`config.mk`:
```
export PLATFORM = sky130hd
export DESIGN_NAME = frac_ratio_ctrl
export DESIGN_NICKNAME = d
export VERILOG_FILES = /design/src/rtl/frac_pkg.sv /design/src/rtl/frac_lfsr.sv /design/src/rtl/frac_accum.sv /design/src/rtl/frac_split.sv /design/src/rtl/frac_ratio_ctrl.sv
export SDC_FILE = /design/constraint.sdc
export NUM_CORES = 1
export LEC_CHECK = 0
export CORE_AREA = 2 2 110 112
export DETAILED_ROUTE_END_ITERATION = 12
export DIE_AREA = 0 0 112 114
export PLACE_DENSITY_LB_ADDON = 0.08
export SYNTH_ARGS = -nofsm -noshare
export SYNTH_HDL_FRONTEND = slang
export SYNTH_SLANG_ARGS = --single-unit
```
`constraint.sdc`:
```
create_clock -name clk -period 8.38 [get_ports clk]
set_clock_uncertainty 0.05 [all_clocks]
set_input_delay 1.676 -clock clk [delete_from_list [all_inputs] [get_ports clk]]
set_output_delay 1.676 -clock clk [all_outputs]
set_load 0.01 [all_outputs]
```
`src/rtl/frac_pkg.sv`:
```
// Shared definitions for the fractional divide ratio controller.
// Assumes nothing beyond IEEE 1800-2017 packages.
package frac_pkg;
    typedef enum logic [1:0] {
        NM_LOWEST   = 2'b00,
        NM_NOISESPR = 2'b01,
        NM_LOWSPUR  = 2'b10,
        NM_SPARE    = 2'b11
    } noise_mode_e;
endpackage

```
`src/rtl/frac_lfsr.sv`:
```
// Pseudo-random dither source: Fibonacci LFSR shifted left once per step.
// Assumes SEED is nonzero and both taps lie inside the register.
module frac_lfsr #(
    parameter int W     = 15,
    parameter int SEED  = 1,
    parameter int TAP_A = 14,
    parameter int TAP_B = 13
) (
    input  logic clk,
    input  logic rst_n,
    input  logic clr,
    input  logic adv,
    output logic rnd_bit
);
    localparam logic [W-1:0] SEED_V = W'(SEED);

    logic [W-1:0] q;
    logic         fb;

    // Purpose: feedback bit from the two taps.
    always_comb fb = q[TAP_A] ^ q[TAP_B];

    // Purpose: reseed on reset or clear, advance on each step.
    always_ff @(posedge clk) begin
        if (!rst_n || clr)
            q <= SEED_V;
        else if (adv)
            q <= {q[W-2:0], fb};
    end

    assign rnd_bit = q[0];

    a_r7_lfsr_nonzero: assert property (@(posedge clk) disable iff (!rst_n) q != '0);
endmodule

```
`src/rtl/frac_accum.sv`:
```
// Modular phase accumulator with a staged denominator register.
// Assumes mod_apply is a synchronized single-cycle pulse.
module frac_accum #(
    parameter int FW = 12
) (
    input  logic          clk,
    input  logic          rst_n,
    input  logic          clr,
    input  logic          mod_apply,
    input  logic [FW-1:0] mod_in,
    input  logic          step,
    input  logic [FW-1:0] frac_in,
    input  logic          dith_in,
    output logic          carry_now,
    output logic          frac_over,
    output logic          mod_zero
);
    localparam int SW = FW + 2;

    logic [FW-1:0] acc;
    logic [FW-1:0] mod_act;
    logic [FW-1:0] frac_eff;
    logic          dith_use;
    logic [SW-1:0] sum;

    // Purpose: clamp numerator, gate dither, form the sum and carry.
    always_comb begin
        frac_over = frac_in > mod_act;
        mod_zero  = mod_act == '0;
        frac_eff  = frac_over ? mod_act : frac_in;
        dith_use  = dith_in && (frac_eff < mod_act);
        sum       = SW'(acc) + SW'(frac_eff) + SW'(dith_use);
        carry_now = !mod_zero && (sum >= SW'(mod_act));
    end

    // Purpose: active denominator loads only on the apply pulse.
    always_ff @(posedge clk) begin
        if (!rst_n)
            mod_act <= '0;
        else if (mod_apply)
            mod_act <= mod_in;
    end

    // Purpose: accumulator register, cleared by hold or apply.
    always_ff @(posedge clk) begin
        if (!rst_n || clr || mod_apply)
            acc <= '0;
        else if (step && !mod_zero)
            acc <= carry_now ? FW'(sum - SW'(mod_act)) : FW'(sum);
    end

    a_r1_acc_below_mod: assert property (@(posedge clk) disable iff (!rst_n)
        !mod_zero |-> acc < mod_act);
    a_r5_zero_mod_empty: assert property (@(posedge clk) disable iff (!rst_n)
        mod_zero |-> acc == '0);
    a_r9_mod_only_on_apply: assert property (@(posedge clk) disable iff (!rst_n)
        !mod_apply |=> $stable(mod_act));
endmodule

```
`src/rtl/frac_split.sv`:
```
// Splits a ratio into main and swallow counts for a two-mode prescaler.
// Assumes both prescaler moduli are powers of two given by their log2.
module frac_split #(
    parameter int RW     = 10,
    parameter int LO_LOG = 2,
    parameter int HI_LOG = 3
) (
    input  logic              hi_sel,
    input  logic [RW-1:0]     ratio,
    output logic [RW-LO_LOG-1:0] main_c,
    output logic [HI_LOG-1:0] swal_c
);
    localparam int MW = RW - LO_LOG;

    logic [MW-1:0]     main_lo, main_hi;
    logic [HI_LOG-1:0] swal_lo, swal_hi;

    // Purpose: quotient and remainder for each prescaler mode.
    always_comb begin
        main_lo = MW'(ratio >> LO_LOG);
        main_hi = MW'(ratio >> HI_LOG);
        swal_lo = HI_LOG'(ratio[LO_LOG-1:0]);
        swal_hi = ratio[HI_LOG-1:0];
    end

    // Purpose: pick the mode in use.
    always_comb begin
        main_c = hi_sel ? main_hi : main_lo;
        swal_c = hi_sel ? swal_hi : swal_lo;
    end
endmodule

```
`src/rtl/frac_ratio_ctrl.sv`:
```
// Top: per-period fractional-N divide ratio with floor check, dither and
// prescaler split. Assumes inputs are synchronous to clk and mod_apply is
// a single-cycle pulse; outputs are registered.
module frac_ratio_ctrl
    import frac_pkg::*;
#(
    parameter int INT_W   = 9,
    parameter int FRAC_W  = 12,
    parameter int LFSR_W  = 15,
    parameter int SEED    = 1,
    parameter int NMIN_LO = 31,
    parameter int NMIN_HI = 91,
    parameter int LO_LOG  = 2,
    parameter int HI_LOG  = 3
) (
    input  logic              clk,
    input  logic              rst_n,
    input  logic              ref_stb,
    input  logic              cnt_hold,
    input  logic              mod_apply,
    input  logic              psc_sel,
    input  logic [1:0]        noise_mode,
    input  logic [8:0]        int_val,
    input  logic [11:0]       frac_val,
    input  logic [11:0]       mod_val,
    output logic [9:0]        ratio_out,
    output logic              carry_out,
    output logic              ratio_vld,
    output logic [7:0]        main_cnt,
    output logic [2:0]        swal_cnt,
    output logic              cfg_err
);
    localparam int RW = INT_W + 1;
    localparam int MW = RW - LO_LOG;

    logic [INT_W-1:0] nmin;
    logic [INT_W-1:0] int_eff;
    logic             int_low;
    logic             step;
    logic             dith_en;
    logic             rnd_bit;
    logic             carry_now;
    logic             frac_over;
    logic             mod_zero;
    logic [RW-1:0]    ratio_d;
    logic [MW-1:0]    main_d;
    logic [HI_LOG-1:0] swal_d;

    // Purpose: floor for the chosen prescaler and clamped integer.
    always_comb begin
        nmin    = psc_sel ? INT_W'(NMIN_HI) : INT_W'(NMIN_LO);
        int_low = int_val < nmin;
        int_eff = int_low ? nmin : int_val;
    end

    // Purpose: qualify a step and the dither enable.
    always_comb begin
        step    = ref_stb && !cnt_hold && !mod_apply;
        dith_en = noise_mode == NM_LOWSPUR;
    end

    frac_lfsr #(.W(LFSR_W), .SEED(SEED), .TAP_A(LFSR_W-1), .TAP_B(LFSR_W-2)) u_lfsr (
        .clk     (clk),
        .rst_n   (rst_n),
        .clr     (cnt_hold),
        .adv     (step),
        .rnd_bit (rnd_bit)
    );

    frac_accum #(.FW(FRAC_W)) u_acc (
        .clk       (clk),
        .rst_n     (rst_n),
        .clr       (cnt_hold),
        .mod_apply (mod_apply),
        .mod_in    (mod_val),
        .step      (step),
        .frac_in   (frac_val),
        .dith_in   (rnd_bit && dith_en),
        .carry_now (carry_now),
        .frac_over (frac_over),
        .mod_zero  (mod_zero)
    );

    // Purpose: ratio for this step, or load value while held.
    always_comb ratio_d = RW'(int_eff) + RW'(carry_now && !cnt_hold);

    frac_split #(.RW(RW), .LO_LOG(LO_LOG), .HI_LOG(HI_LOG)) u_split (
        .hi_sel (psc_sel),
        .ratio  (ratio_d),
        .main_c (main_d),
        .swal_c (swal_d)
    );

    // Purpose: output registers for ratio, counts and strobe.
    always_ff @(posedge clk) begin
        if (!rst_n) begin
            ratio_out <= '0;
            carry_out <= 1'b0;
            ratio_vld <= 1'b0;
            main_cnt  <= '0;
            swal_cnt  <= '0;
        end else if (cnt_hold || step) begin
            ratio_out <= ratio_d;
            carry_out <= carry_now && !cnt_hold;
            ratio_vld <= step;
            main_cnt  <= main_d;
            swal_cnt  <= swal_d;
        end else begin
            ratio_vld <= 1'b0;
        end
    end

    // Purpose: registered configuration error flag.
    always_ff @(posedge clk) begin
        if (!rst_n)
            cfg_err <= 1'b0;
        else
            cfg_err <= int_low || frac_over || mod_zero;
    end

    a_r1_ratio_carry: assert property (@(posedge clk) disable iff (!rst_n)
        ratio_vld |-> ratio_out == RW'($past(int_eff)) + RW'(carry_out));
    a_r4_ratio_floor: assert property (@(posedge clk) disable iff (!rst_n)
        ratio_vld |-> ratio_out >= RW'($past(nmin)));
    a_r6_split_sum: assert property (@(posedge clk) disable iff (!rst_n)
        ratio_vld |-> ratio_out == ($past(psc_sel) ? (RW'(main_cnt) << HI_LOG)
                                                    : (RW'(main_cnt) << LO_LOG)) + RW'(swal_cnt));
    a_r8_hold_quiet: assert property (@(posedge clk) disable iff (!rst_n)
        cnt_hold |=> !ratio_vld && !carry_out);
endmodule

```
==> results of run 1 <==
## metal layers
metal	track usage	vias up	wire, µm
li1	-	2218	-
met1	0.268	2053	6250
met2	0.355	63	6480
met3	0.0441	12	363
met4	0.0496	0	148
met5	0	-	0
## state kept, by name (all words and copies together), names as in the netlist
signal,flops
u_acc.mod_act,12
u_acc.acc,12
u_lfsr.q,15
cfg_err,1
main_cnt,8
ratio_out,10
swal_cnt,1
ratio_vld,1
carry_out,1
## worst max-delay path by stage
stage / endpoint / slack, ps / depth (start not counted)
6_report: ratio_out[7] / 20 / 37
4_1_cts: ratio_out[6] / 0.8 / 38
3_3_place_gp: ratio_out[7] / -690 / 37
3_5_place_dp: ratio_out[7] / -810 / 37
2_1_floorplan: main_cnt[4] / 9 / 40
5_1_grt: ratio_out[7] / -320 / 40
## kinds of logic (layout without fill, tap and decap cells)
kind of cell,count (synthesis),after routing
muxes,37,37
xor gates and xnor gates,22,22
and+or+nand+nor,176,176
DFF,61,61
buffers and inverters,47,178
adders and majority gates,53,53
AOI/OAI and AO/OA,152,152
## critical path: cells and delay by family
kind	cells	cell delay, ps
AND/OR/NAND/NOR	14	2290
adder cells (fa/ha/maj)	6	1860
AO/OA/AOI/OAI	10	1350
buffers and inverters	6	1040
multiplexers	1	330
## what timing repair did
item,4_1_cts,5_1_grt
endpoints found under the hold margin,0,0
pin swaps,40,51
gates resized for setup,33,77
setup endpoints to repair,18,18
hold buffers,0,0
setup buffers,5,12
## cell usage in the layout, fill, tap and decap left out, types with 13 or more instances in the layout
master	Yosys	routed
a21o_1	13	13
a21oi_1	52	45
buf_4	2	77
clkdlybuf4s50_1	0	52
dfxtp_1	61	61
ha_1	50	29
ha_4	0	19
inv_1	22	21
mux2i_1	24	24
nand2_1	63	61
nor2_1	31	24
nor2b_1	24	23
o21ai_0	31	24
xnor2_1	15	14
## final cells by class
class / instances / share of cell area
Sequential cell: 61 / 0.182
Clock buffer: 9 / 0.0336
Clock inverter: 7 / 0.0179
Tap cell: 147 / 0.0274
Inverter: 22 / 0.0123
Timing Repair Buffer: 140 / 0.176
Multi-Input combinational cell: 440 / 0.551
## stage by stage
step	worst slack, ps	hold WS (ps)	std cells	utilization	power (W)
floorplan	8.95	382	548	-	0.000581
global placement	-686	387	793	0.497	0.000727
detailed placement	-808	395	793	0.497	0.000732
CTS	0.818	404	814	0.538	0.00119
global route	-325	426	826	0.573	0.00129
finish	19.0	400	826	0.573	0.00122
## power by group
group | switching (W) | internal (W) | total, W
registers | 0.00000945 | 0.000302 | 0.000312
logic | 0.000227 | 0.000247 | 0.000474
clock network | 0.000142 | 0.000292 | 0.000434
==> impl_metrics.tcl, run 1 <==
set metrics [dict create \
    synth_area_per_cell_um2 8.33 \
    grt_max_degree 35 \
    hold_viol 0 \
    grt_util_all_layers 0.207 \
    yosys.area.top_type "dfxtp_1" \
    async_reset_ff_frac 0 \
    dieArea_um2 12800 \
    synthMuxAreaShare 0.0847 \
    ys_seq_area_frac 0.267 \
    area_growth_syn_to_layout_pct 46.9 \
    rows 40 \
    arrival_ps 8570 \
    vias 4346 \
    status "finished clean" \
    numPortBuffers 64 \
    seqCellArea_um2 1220 \
    layout-drive-gt1-share 0.286 \
    worst_pin_slew_ps 963 \
    worstHoldPathType "reg2reg" \
    drv_slew 0 \
    synth_flop_cell "dfxtp_1" \
    synth_top_family_by_area "compound AO/OA/AOI/OAI gates" \
    crit_top_cell "buf_4" \
    synth_edf_count 0 \
    final_area_um2 6710 \
    startpoint "frac_val[7]" \
    pin_count 65 \
    hold_depth 2 \
    ant_nets 0 \
    holdCritStartpoint "u_lfsr.q[8]" \
    insertion_delay_ps 330 \
    wl_per_cell_um 16.0 \
    synthAdderAreaFrac 0.150 \
    synth_fp_nets 642 \
    slowest_stage "or4_4" \
    rr_startpoint "u_acc.mod_act[5]" \
    min_delay_worst_endpoint "u_lfsr.q[9]" \
    synth_cell_type_count 58 \
    period_minus_slack_ps 8360 \
    clock_sinks 61 \
    yosysTopAreaCellShare 0.267 \
    cts_made_buffers 9 \
    place.gp.congestion 0.862 \
    grt_pass1_wl_um 21200 \
    overflow 0 \
    dp_hpwl_um 9670 \
    drv_cap 0 \
    dpl_cell_area_um2 5820 \
    fin_setup_tns_ps 0 \
    synthCells 548 \
    multi_input_area_um2 3690 \
    die_w_um 112 \
    r2r_slack_ps 840 \
    critPathLaunchType "input pin" \
    drt_iter0_drc 224 \
    powerDensity_nw_per_um2 182 \
    yosys_warnings 0 \
    path_clk_slew_ps 60 \
    n_antenna_cell 0 \
    synth_xor_area_frac 0.0422 \
    tritoncts "yes" \
    synth-seq-cells 61 \
    rsz0062_at_grt "true" \
    die_h_um 114 \
    end_kind "flip-flop" \
    r2r_end "ratio_out[7]" \
    relSlewSlack 0.356 \
    path_class "in2reg" \
    viasPerCell 5.26 \
    p_leak_nw 2.79 \
    drt_wl_total_um 13200 \
    synth_common_cells "nand2_1 (63), dfxtp_1 (61), a21oi_1 (52)" \
    critPathRequiredTime_ps 8590 \
    synth-compound-area-share 0.223 \
    setup_viol_count_final 0 \
    ff2ff_path_depth 38 \
    final.period_utilization 0.998 \
    max_clock_freq_mhz 120 \
    syn_area_um2 4570 \
    nFillCells 1063 \
    final_nets 768 \
    synth_area_leaders "dfxtp_1 (27%), ha_1 (14%), a21oi_1 (5.7%)" \
    synth-simple-area-share 0.188 \
    crit_path_max_incr_delay_ps 510 \
    cts_root_buffer "clkbuf_16" \
    drtPass1Iterations 4 \
    yosysMostFrequentCell "nand2_1" \
    ir_worst_vdd_mv 0.121 \
    cts_max_level 3 \
    grt_pass1_vias 4292 \
    drcViolationCount 0 \
    core_area_um2 11700 \
    antenna_found_initial 0 \
    cts_buffer_depth 2 \
    worstPathMaxFanout 5 \
    start_util 0.390 \
]
(Power assumes the default switching activity.)
==> run 2, diff against run 1 <==
--- a/config.mk
+++ b/config.mk
@@ -9,6 +9,8 @@
 export DETAILED_ROUTE_END_ITERATION = 12
 export DIE_AREA = 0 0 112 114
 export PLACE_DENSITY_LB_ADDON = 0.08
+export SKIP_CTS_REPAIR_TIMING = 1
+export SKIP_LAST_GASP = 1
 export SYNTH_ARGS = -nofsm -noshare
 export SYNTH_HDL_FRONTEND = slang
 export SYNTH_SLANG_ARGS = --single-unit
==> impl_metrics.tcl, run 2 (synthesis gave the netlist of run 1 again) <==
set metrics [dict create \
    layout-drive-gt1-share 0.251 \
    ant_nets 0 \
    start_util 0.390 \
    setup_viol_count_final 0 \
    nFillCells 1056 \
    fin_setup_tns_ps 0 \
    grt_util_all_layers 0.202 \
    path_class "in2reg" \
    tritoncts "yes" \
    overflow 0 \
    critical_path.top_delay_family "compound AO/OA/AOI/OAI gates" \
    final_nets 758 \
    max_clock_freq_mhz 121 \
    wl_per_cell_um 15.5 \
    cts_root_buffer "clkbuf_16" \
    worstHoldPathType "reg2reg" \
    rows 40 \
    viasPerCell 5.21 \
    utilization 0.565 \
    p_leak_nw 2.79 \
    core_area_um2 11700 \
    p_total_w 0.00120 \
    die_h_um 114 \
    cts_max_level 3 \
    relSlewSlack 0.359 \
    rsz0062_at_grt "true" \
    grt_max_degree 35 \
    insertion_delay_ps 330 \
    path_clk_slew_ps 60 \
    drt_iter0_drc 217 \
    drcViolationCount 0 \
    drv_slew 0 \
    dpl_cell_area_um2 5820 \
    status "finished clean" \
    arrival_ps 8500 \
    grt-busiest-layer "met2" \
    critPathLaunchType "input pin" \
    numPortBuffers 64 \
    use_met3 0.0436 \
    grt_pass1_wl_um 20700 \
    place.gp.congestion 0.862 \
    die_w_um 112 \
    powerDensity_nw_per_um2 181 \
    ir_worst_vdd_mv 0.119 \
    largest_reg_flops 15 \
    r2r_slack_ps 890 \
    period_minus_slack_ps 8300 \
    cts_buffer_depth 2 \
    hold_viol 0 \
    area_growth_syn_to_layout_pct 44.8 \
    final_common_cell "buf_4" \
    use_met2 0.347 \
    slowest_stage "or4_4" \
    final_cell_mix "buf_4 (66), nand2_1 (62), dfxtp_1 (61), clkdlybuf4s50_1 (52), a21oi_1 (49)" \
    final.period_utilization 0.990 \
    grt_pass1_vias 4199 \
    critPathRequiredTime_ps 8580 \
    end_kind "flip-flop" \
    pin_count 65 \
    dieArea_um2 12800 \
    critPathBufInv 3 \
    cts_made_buffers 9 \
    whs_ps 401 \
    final_area_um2 6610 \
    drt_wl_total_um 12700 \
    worst_pin_slew_ps 959 \
    vias 4254 \
    grt_use_met1 0.264 \
    worstPathMaxFanout 6 \
    crit_path_max_incr_delay_ps 440 \
    crit_top_cell "o31a_1" \
    clock_sinks 61 \
    antenna_found_initial 1 \
    top_register "u_lfsr.q" \
    drv_cap 0 \
    drtPass1Iterations 4 \
    dp_hpwl_um 9670 \
    reg_top3 "u_lfsr.q x15, u_acc.acc x12, u_acc.mod_act x12" \
]
==> run 2: cell types whose count changed in the layout (fill, tap and decap cells not counted), sizes merged <==
cell / before / now
dlymetal6s2s: 1 / 10
diode: 0 / 1
dlygate4sd2: 1 / 0
clkbuf: 16 / 10
clkdlybuf4s15: 1 / 0
buf: 78 / 67
==> run 2: final timing paths <==
kind / startpoint / end / cells past startpoint
max: frac_val[1] / ratio_out[7] / 35
min: u_lfsr.q[8] / u_lfsr.q[9] / 2
max reg2reg: u_acc.mod_act[1] / ratio_out[7] / 35
min reg2reg: u_lfsr.q[8] / u_lfsr.q[9] / 2
==> run 2: final cells by class <==
class / count / area (µm²) / area share
repair buffers: 130 / 1160 / 0.176
well taps: 147 / 184 / 0.0278
clock inverters: 7 / 120 / 0.0182
diodes: 1 / 2.50 / 0.000378
multi-input cells: 440 / 3620 / 0.547
inverters: 22 / 82.6 / 0.0125
clock buffers: 9 / 225 / 0.0341
flip-flops and latches: 61 / 1220 / 0.185
==> run 2: report_power, final <==
part	switching (W)	internal, W	leakage, nW
clock network	0.000141	0.000292	0.166
logic	0.000217	0.000236	2.13
registers	0.00000939	0.000302	0.498
==> run 2: worst min-delay path, delay by kind of cell, from the launching register on <==
kind / cells / cell delay, ps
flip-flops: 1 / 310
AND/OR/NAND/NOR: 1 / 50
AO/OA/AOI/OAI: 1 / 50
==> run 2: stage by stage <==
stage | cells | setup WS (ps)
after floorplan | 548 | 8.95
after global placement | 793 | -686
after detailed placement | 793 | -808
after CTS | 809 | -520
after global routing | 817 | -250
final | 817 | 84.3
==> run 2: routing by layer <==
layer  vias to the layer above  wire [µm]
met5                         -          0
met4                         0        155
met3                        15        365
met2                        60       6080
met1                      1985       6050
li1                       2194          -
